$ cat src/rtl/pm_pkg.sv
package pm_pkg;
  localparam int PM_TYPE_W = 2;

  typedef enum logic [1:0] {
    PM_NORMAL  = 2'd0,
    PM_HALT    = 2'd1,
    PM_STOPGNT = 2'd2
  } pm_state_e;

  typedef enum logic [PM_TYPE_W-1:0] {
    CYC_NONE    = 2'b00,
    CYC_HALT    = 2'b01,
    CYC_STOPGNT = 2'b10
  } pm_cyc_e;
endpackage

$ cat src/rtl/pm_stop_sync.sv
module pm_stop_sync #(
  parameter int STAGES = 2
) (
  input  logic clk,
  input  logic rst_n,
  input  logic async_i,
  output logic sync_o
);
  logic [STAGES-1:0] chain_q;
  logic [STAGES-1:0] chain_d;

  always_comb begin
    chain_d = {chain_q[STAGES-2:0], async_i};
  end

  always_ff @(posedge clk or negedge rst_n) begin
    if (!rst_n) chain_q <= '0;
    else        chain_q <= chain_d;
  end

  assign sync_o = chain_q[STAGES-1];
endmodule

$ cat src/rtl/pm_cycle_req.sv
module pm_cycle_req
  import pm_pkg::*;
(
  input  logic    clk,
  input  logic    rst_n,
  input  logic    issue_i,
  input  pm_cyc_e type_i,
  input  logic    ack_i,
  output logic    req_o,
  output pm_cyc_e type_o
);
  logic    req_d;
  pm_cyc_e type_d;
  logic    type_en;

  always_comb begin
    req_d   = req_o;
    type_en = 1'b0;
    type_d  = type_i;
    if (issue_i && !req_o) begin
      req_d   = 1'b1;
      type_en = 1'b1;
    end else if (req_o && ack_i) begin
      req_d = 1'b0;
    end
  end

  always_ff @(posedge clk or negedge rst_n) begin
    if (!rst_n) req_o <= 1'b0;
    else        req_o <= req_d;
  end

  always_ff @(posedge clk or negedge rst_n) begin
    if (!rst_n)       type_o <= CYC_NONE;
    else if (type_en) type_o <= type_d;
  end


  req_hold_chk: assert property (@(posedge clk) disable iff (!rst_n)
    (req_o && !ack_i) |=> (req_o && $stable(type_o)));
endmodule

$ cat src/rtl/pm_state_fsm.sv
module pm_state_fsm
  import pm_pkg::*;
(
  input  logic      clk,
  input  logic      rst_n,
  input  logic      halt_retire_i,
  input  logic      stop_i,
  input  logic      wake_i,
  input  logic      bus_idle_i,
  input  logic      busy_i,
  output pm_state_e state_o,
  output logic      issue_o,
  output pm_cyc_e   issue_type_o
);
  pm_state_e state_q, state_d;
  logic      from_halt_q, from_halt_d, from_halt_en;

  always_comb begin
    state_d      = state_q;
    issue_o      = 1'b0;
    issue_type_o = CYC_NONE;
    from_halt_en = 1'b0;
    from_halt_d  = from_halt_q;
    if (!busy_i) begin
      unique case (state_q)
        PM_NORMAL: begin
          if (halt_retire_i) begin
            state_d      = PM_HALT;
            issue_o      = 1'b1;
            issue_type_o = CYC_HALT;
          end else if (stop_i && bus_idle_i) begin
            state_d      = PM_STOPGNT;
            issue_o      = 1'b1;
            issue_type_o = CYC_STOPGNT;
            from_halt_en = 1'b1;
            from_halt_d  = 1'b0;
          end
        end
        PM_HALT: begin
          if (stop_i) begin
            state_d      = PM_STOPGNT;
            issue_o      = 1'b1;
            issue_type_o = CYC_STOPGNT;
            from_halt_en = 1'b1;
            from_halt_d  = 1'b1;
          end else if (wake_i) begin
            state_d = PM_NORMAL;
          end
        end
        PM_STOPGNT: begin
          if (!stop_i) begin
            if (from_halt_q) begin
              state_d      = PM_HALT;
              issue_o      = 1'b1;
              issue_type_o = CYC_HALT;
            end else begin
              state_d = PM_NORMAL;
            end
          end
        end
        default: state_d = PM_NORMAL;
      endcase
    end
  end

  always_ff @(posedge clk or negedge rst_n) begin
    if (!rst_n) state_q <= PM_NORMAL;
    else        state_q <= state_d;
  end

  always_ff @(posedge clk or negedge rst_n) begin
    if (!rst_n)            from_halt_q <= 1'b0;
    else if (from_halt_en) from_halt_q <= from_halt_d;
  end

  assign state_o = state_q;


  halt_entry_chk: assert property (@(posedge clk) disable iff (!rst_n)
    (state_q == PM_HALT && $past(state_q) == PM_NORMAL) |-> $past(halt_retire_i));


  busy_freeze_chk: assert property (@(posedge clk) disable iff (!rst_n)
    busy_i |=> (state_q == $past(state_q)));


  normal_stop_idle_chk: assert property (@(posedge clk) disable iff (!rst_n)
    (state_q == PM_STOPGNT && $past(state_q) == PM_NORMAL) |-> $past(bus_idle_i));
endmodule

$ cat src/rtl/pwr_state_ctrl.sv
module pwr_state_ctrl
  import pm_pkg::*;
#(
  parameter int SYNC_STAGES = 2
) (
  input  logic                 clk,
  input  logic                 rst_n,
  input  logic                 halt_retire_i,
  input  logic                 stop_req_i,
  input  logic                 wake_i,
  input  logic                 bus_idle_i,
  input  logic                 cyc_ack_i,
  output logic                 cyc_req_o,
  output logic [PM_TYPE_W-1:0] cyc_type_o,
  output logic                 dbus_float_o,
  output logic                 core_clk_en_o,
  output logic                 stop_pullup_en_o
);
  logic      stop_sync;
  pm_state_e state_w;
  logic      issue_w;
  pm_cyc_e   issue_type_w;
  pm_cyc_e   cyc_type_w;
  logic      low_power;

  pm_stop_sync #(.STAGES(SYNC_STAGES)) i_sync (
    .clk     (clk),
    .rst_n   (rst_n),
    .async_i (stop_req_i),
    .sync_o  (stop_sync)
  );

  pm_state_fsm i_fsm (
    .clk           (clk),
    .rst_n         (rst_n),
    .halt_retire_i (halt_retire_i),
    .stop_i        (stop_sync),
    .wake_i        (wake_i),
    .bus_idle_i    (bus_idle_i),
    .busy_i        (cyc_req_o),
    .state_o       (state_w),
    .issue_o       (issue_w),
    .issue_type_o  (issue_type_w)
  );

  pm_cycle_req i_cyc (
    .clk     (clk),
    .rst_n   (rst_n),
    .issue_i (issue_w),
    .type_i  (issue_type_w),
    .ack_i   (cyc_ack_i),
    .req_o   (cyc_req_o),
    .type_o  (cyc_type_w)
  );

  assign cyc_type_o       = cyc_type_w;
  assign low_power        = (state_w != PM_NORMAL);
  assign core_clk_en_o    = !low_power;
  assign dbus_float_o     = low_power;
  assign stop_pullup_en_o = !(low_power && stop_sync);


  sg_to_halt_cyc_chk: assert property (@(posedge clk) disable iff (!rst_n)
    (state_w == PM_HALT && $past(state_w) == PM_STOPGNT) |-> (cyc_req_o && cyc_type_o == CYC_HALT));


  sg_needs_stop_chk: assert property (@(posedge clk) disable iff (!rst_n)
    (state_w == PM_STOPGNT && $past(state_w) != PM_STOPGNT) |-> $past(stop_sync));


  sg_exit_stop_low_chk: assert property (@(posedge clk) disable iff (!rst_n)
    (state_w != PM_STOPGNT && $past(state_w) == PM_STOPGNT) |-> !$past(stop_sync));
endmodule

$ cat config.mk
export PLATFORM = sky130hd
export DESIGN_NAME = pwr_state_ctrl
export DESIGN_NICKNAME = d
export VERILOG_FILES = /design/src/rtl/pm_pkg.sv /design/src/rtl/pm_stop_sync.sv /design/src/rtl/pm_cycle_req.sv /design/src/rtl/pm_state_fsm.sv /design/src/rtl/pwr_state_ctrl.sv
export SDC_FILE = /design/constraint.sdc
export NUM_CORES = 1
export LEC_CHECK = 0
export BUFFER_PORTS_ARGS = -buffer_cell sky130_fd_sc_hd__buf_2
export CAP_MARGIN = 10
export CORE_AREA = 2 2 39 41
export CTS_BUF_LIST = sky130_fd_sc_hd__clkbuf_16
export DETAILED_ROUTE_END_ITERATION = 8
export DIE_AREA = 0 0 41 43
export PLACE_DENSITY = 0.5
export SYNTH_ARGS = -nofsm -noshare
export SYNTH_HDL_FRONTEND = slang
export SYNTH_SLANG_ARGS = --single-unit
$ cat constraint.sdc
create_clock -name clk -period 2.9 [get_ports clk]
set_input_delay 0.29 -clock clk [delete_from_list [all_inputs] [get_ports clk]]
set_output_delay 0.29 -clock clk [all_outputs]
set_load 0.01 [all_outputs]
# == Yosys cells after proc, flatten, opt, wreduce, memory -nomap -nowiden ==
# Index checks and enable logic that the tools add are counted.
# word_totals
input_bits,7
output_inout_bits,6
reg_bits,8
# op_classes
n_mux,30
n_reduce_logical,13
n_bitwise,1
eq_ne,8
# op_table
operator,count
2-to-1 mux 2 bit,10
2-to-1 mux 1 bit,15
case mux 2 bit (3 select lines),2
inequality test 2 bit (second input constant),3
AND reduction 6 bit,1
nonzero test 2 bit,3
logical AND 1 bit,4
case mux 1 bit (2 select lines),2
AND reduction 4 bit,1
zero test 1 bit,3
inequality test 3 x 2 -> 1 bit (second input constant),1
inequality test 3 bit (second input constant),1
case mux 1 bit (3 select lines),1
equality test 2 x 1 -> 1 bit (second input constant),1
equality test 2 bit (second input constant),1
zero test 2 bit,1
inequality test 2 x 1 -> 1 bit (second input constant),1
NOT 1 bit,1

# == Longest topological paths before layout ==
# logic_depth
word_depth,7
mapped_depth,4
mapped_depth_nobuf,3

# == By module ==
# Synthesis repeated with hierarchy kept, for this count alone.
# unflattened
hier_cells,33
area_unflattened_um2,377.9
# by_module_without_submodules
mod,cells_per_inst,instances,area_per_inst_um2,seq_area_each_um2
pm_state_fsm,20,1,185.2,75.1
pm_cycle_req,8,1,127.6,75.1
pm_stop_sync,2,1,50.0,50.0
pwr_state_ctrl,3,1,15.0,0.0

# == Least setup slack after synthesis ==
# Ideal clock, no wire load.
# synth_path
path_type,reg2out
startpoint,reg i_fsm.state_q[0] (netlist: i_fsm.state_o[0])
endpoint,out stop_pullup_en_o
arrival_ps,875
stages_incl_launch_ff,4
slack_ps,1735
required_time_ps,2610
path_cell_list,dfrtp_1 -> buf_2 -> or2_1 -> nand2_1
# synth_between
elab_chain_len,3
# synth_lines
item,line,text
from (decl),pm_state_fsm.sv:15,"pm_state_e state_q, state_d;"
from (signal assigned),pm_state_fsm.sv:68,else state_q <= state_d;
nonzero test 2 bit,pwr_state_ctrl.sv:57,assign low_power = (state_w != PM_NORMAL);
net dbus_float_o,pwr_state_ctrl.sv:15,"output logic dbus_float_o,"
logical AND 1 bit,pwr_state_ctrl.sv:60,assign stop_pullup_en_o = !(low_power && stop_sync);
zero test 1 bit,pwr_state_ctrl.sv:60,
to (decl),pwr_state_ctrl.sv:17,output logic stop_pullup_en_o
# The timed path passes the listed nets, and every way through them passes these cells.

# == Final worst setup path ==
# layout_path
startpoint,reg i_fsm.state_q[1] (netlist: i_fsm.state_o[1])
endpoint,out stop_pullup_en_o
# layout_between
elab_chain_len,3
# layout_lines
item,line
nonzero test 2 bit,pwr_state_ctrl.sv:57
logical AND 1 bit,pwr_state_ctrl.sv:60
zero test 1 bit,pwr_state_ctrl.sv:60
# Every way passes these cells.

==> tab_implementation.tex <==
\begin{tabular}{lr}
\hline
Metric & Value \\
\hline
\multicolumn{2}{l}{\textbf{Min path}} \\
\quad Class of the worst hold path & in -> reg \\
\quad Start point of the worst hold path & stop\_req\_i \\
\multicolumn{2}{l}{\textbf{Timing}} \\
\quad Hold Vio Cnt, Final & 0 \\
\quad Final Max Slew Viols & 0 \\
\quad Setup repair after global routing missed its margin & no \\
\quad Minimum period implied by the final worst setup slack & 1443 ps \\
\quad Final-layout setup total negative slack & 0 ps \\
\quad Clock Skew & around 0.78 ps \\
\quad Max\_slew headroom & 0.8303 \\
\quad Fmax achieved & 692.9 MHz \\
\quad Transition at the pin with the smallest max-transition slack & approximately 250 ps \\
\quad Setup-violating endpoint count in the final report & 0 \\
\quad Part of the cycle the worst path needs & 0.4976 \\
\multicolumn{2}{l}{\textbf{Pwr}} \\
\quad Leakage dissipation & 0.2634 nW \\
\quad Power density normalized to cell area & 1151 nW/um2 \\
\quad Total power & 0.0006108 W \\
\quad Max VDD drop & 0.0003439 V \\
\multicolumn{2}{l}{\textbf{Placement}} \\
\quad Dpl hpwl & between 500 and 600 um \\
\quad Final weighted congestion in routability-driven placement & about 0.6 \\
\quad Placement-stage cell area & 445.4 um2 \\
\quad PortBufs & 12 \\
\quad Placed cell count & 62 \\
\multicolumn{2}{l}{\textbf{Clock tree}} \\
\quad CTS Root Buffer Type & sky130\_fd\_sc\_hd\_\_clkbuf\_16 \\
\quad Setup bufs post-CTS & 0 \\
\quad Htree depth & 1 \\
\quad TritonCTS sink count & 8 \\
\quad Insertion delay of the later-clocked pin in the worst-skew pair & 230 ps \\
\quad TritonCTS buffer count & 3 \\
\quad Reg clk slew, reported paths & 40 ps \\
\quad Number of buffers on the longest clock path & 2 \\
\quad Clock tree from TritonCTS & yes \\
\multicolumn{2}{l}{\textbf{Synth}} \\
\quad Number of standard cells after synthesis & 35 \\
\quad Synth cell types & 18 \\
\quad Mean instance size in the synthesized netlist & around 11 um2 \\
\quad Synthesized area & 370.4 um2 \\
\quad Ys Warns & 0 \\
\quad Sequential element share of the synthesized area & 0.5405 \\
\quad Cell type contributing the most total cell area after synthesis & sky130\_fd\_sc\_hd\_\_dfrtp\_1 \\
\quad Top-area cell type share of the netlist area & 0.5405 \\
\quad Number of synthesized register bits & 8 \\
\quad Cell types with the largest area share after synthesis & sky130\_fd\_sc\_hd\_\_dfrtp\_1 (54\%), sky130\_fd\_sc\_hd\_\_a21oi\_1 (5.4\%), sky130\_fd\_sc\_hd\_\_nand2\_1 (4.1\%) \\
\quad Syn Nets & 42 \\
\multicolumn{2}{l}{\textbf{Worst setup path}} \\
\quad Sort of element at the start of the critical path & flop \\
\quad Setup Crit Path Kind & reg -> out \\
\quad Largest fanout on the critical path & 7 \\
\quad Reg2Reg Depth & 3 \\
\quad CP Capture Point & stop\_pullup\_en\_o \\
\quad Endpoint of the lowest-slack register-to-register path & i\_cyc.type\_o[0] \\
\quad Register-to-register setup slack & 1710 ps \\
\quad WP data arrival & 1150 ps \\
\quad Worst setup path startpoint & i\_fsm.state\_o[1] \\
\quad Endpoint required time on the critical path & 2610 ps \\
\quad Crit end category & primary output \\
\quad Worst reg2reg path startpoint & i\_fsm.state\_o[1] \\
\multicolumn{2}{l}{\textbf{Layout}} \\
\quad Most common cell after layout, fill and taps aside & sky130\_fd\_sc\_hd\_\_buf\_2 \\
\quad Area Overhead vs Synth & 43.24\% \\
\quad Post-route cell area & 530.5 um2 \\
\quad Core utilization of the finished layout & 0.3834 \\
\quad Proportion of layout cells with a drive suffix above 1 & 0.3600 \\
\quad Most frequent cells in the layout & sky130\_fd\_sc\_hd\_\_buf\_2 (12), sky130\_fd\_sc\_hd\_\_dfrtp\_1 (8), sky130\_fd\_sc\_hd\_\_nand2\_1 (4), sky130\_fd\_sc\_hd\_\_a21oi\_1 (4) \\
\quad Post-layout instance count excluding filler cells & 66 \\
\quad Number of nets in the layout & 59 \\
\quad ANT cells & 0 \\
\multicolumn{2}{l}{\textbf{GRT}} \\
\quad Total congestion overflow after global routing & 0 \\
\quad Initial antenna violation count & 0 \\
\quad Overall fraction of global-route tracks in use & 0.1021 \\
\quad Pin count of the biggest net entering global routing & 10 \\
\quad Via count of the first global-routing pass & 273 \\
\quad Global-route wire length before repair & 1.131 mm \\
\multicolumn{2}{l}{\textbf{Routing}} \\
\quad Via-to-Cell Ratio & 4.621 \\
\quad Routed WL & 707 um \\
\quad Iteration-0 DRC Markers & 2 \\
\quad Routed via count & 305 \\
\quad Total iterations of the first detailed-routing run & 3 \\
\quad DRC viols & 0 \\
\quad ANT nets after route & 0 \\
\quad Avg WL per Cell & 10.71 um \\
\multicolumn{2}{l}{\textbf{Outcome}} \\
\quad Result of the run & completed \\
\multicolumn{2}{l}{\textbf{Floorplanning}} \\
\quad \# rows & 14 \\
\quad Effective utilization at floorplan & 0.2676 \\
\quad Vertical extent of the die & about 43 um \\
\quad Die Outline Area & 1763 um2 \\
\quad Core region area & roughly 1400 um2 \\
\quad Horiz. Die Dim & roughly 41 um \\
\quad Top-level port count & 13 \\
\multicolumn{2}{l}{\textbf{Run}} \\
\quad Max-capacitance violation count & 0 \\
\hline
\end{tabular}
==> sequential cells by signal, summed over array words and instances (netlist names) <==
name and flops:
i_fsm.state_o 2, i_cyc.req_o 1, i_sync.chain_q 2, i_fsm.from_halt_q 1, i_cyc.type_o 2
==> cells by family after synthesis <==
family	count (synthesis)	share of synthesized area
buffers and inverters	4	0.04390
AND/OR/NAND/NOR	11	0.1858
AO/OA/AOI/OAI	12	0.2298
flip-flops	8	0.5405
==> cell usage after synthesis <==
| master | number |
|---|---|
| sky130_fd_sc_hd__dfrtp_1 | 8 |
| sky130_fd_sc_hd__a21oi_1 | 4 |
| sky130_fd_sc_hd__nand2_1 | 4 |
| sky130_fd_sc_hd__inv_1 | 3 |
| sky130_fd_sc_hd__nand2b_1 | 2 |
| sky130_fd_sc_hd__o21ai_0 | 2 |
| sky130_fd_sc_hd__a211oi_2 | 1 |
| sky130_fd_sc_hd__a21o_1 | 1 |
| sky130_fd_sc_hd__a22o_1 | 1 |
| sky130_fd_sc_hd__buf_2 | 1 |
| sky130_fd_sc_hd__nand3b_2 | 1 |
| sky130_fd_sc_hd__nor2b_1 | 1 |
| sky130_fd_sc_hd__nor3_1 | 1 |
| sky130_fd_sc_hd__nor3b_2 | 1 |
| sky130_fd_sc_hd__o211a_1 | 1 |
| sky130_fd_sc_hd__o21bai_1 | 1 |
| sky130_fd_sc_hd__o31a_1 | 1 |
| sky130_fd_sc_hd__or2_1 | 1 |
==> final cells by class <==
cell class	instances	area, um2
Multi-Input combinational cell	23	153.9
Inverter	3	11.26
Clock buffer	3	75.07
Sequential cell	8	200.2
Timing Repair Buffer	13	70.07
Tap cell	16	20.02
Fill cell	141	853.3
==> power breakdown <==
part           total, W  internal, W  switching (W)
clock network  0.000228     0.000177      0.0000508
logic          0.000174    0.0000888      0.0000848
registers      0.000209     0.000155      0.0000543
total          0.000611     0.000421       0.000190
==> worst min-delay path by stage <==
| stage | to | slack (ps) | cells past startpoint |
|---|---|---|---|
| final | i_sync.chain_q[0] | 160 | 1 |
| after global routing | i_sync.chain_q[0] | 160 | 1 |
| after CTS | i_sync.chain_q[0] | 160 | 1 |
| after detailed placement | i_fsm.from_halt_q | 140 | 1 |
| after global placement | i_fsm.from_halt_q | 150 | 1 |
| after floorplan | i_cyc.req_o | -6 | 0 |
==> critical path, cell delays in order, from the launching register on <==
cell and delay [ps]:
sky130_fd_sc_hd__dfrtp_1 450, sky130_fd_sc_hd__or2_1 290, sky130_fd_sc_hd__nand2_1 70, sky130_fd_sc_hd__buf_2 120
==> timing repair <==
| action | 4_1_cts | 5_1_grt |
|---|---|---|
| hold buffers | 1 | 0 |
| hold endpoints to repair | 8 | 0 |
| gates resized for setup | 0 | 0 |
| endpoints found under the setup margin | 0 | 0 |
==> routing by layer <==
metal  up-vias  global-route usage  wire length (um)
li1        151                   -                 -
met1       143              0.1250               341
met2         9              0.1313               302
met3         2             0.03141                41
met4         0              0.1000                21
met5         -                   0                 0
==> stage by stage <==
step | setup slack (ps) | hold WS [ps]
finish | 1457 | 164.2
global route | 1400 | 158.6
CTS | 1449 | 158.3
detailed placement | 1705 | 144.8
global placement | 1707 | 146.6
floorplan | 1735 | -5.591
Note: power is estimated with default switching activity, not from simulation.
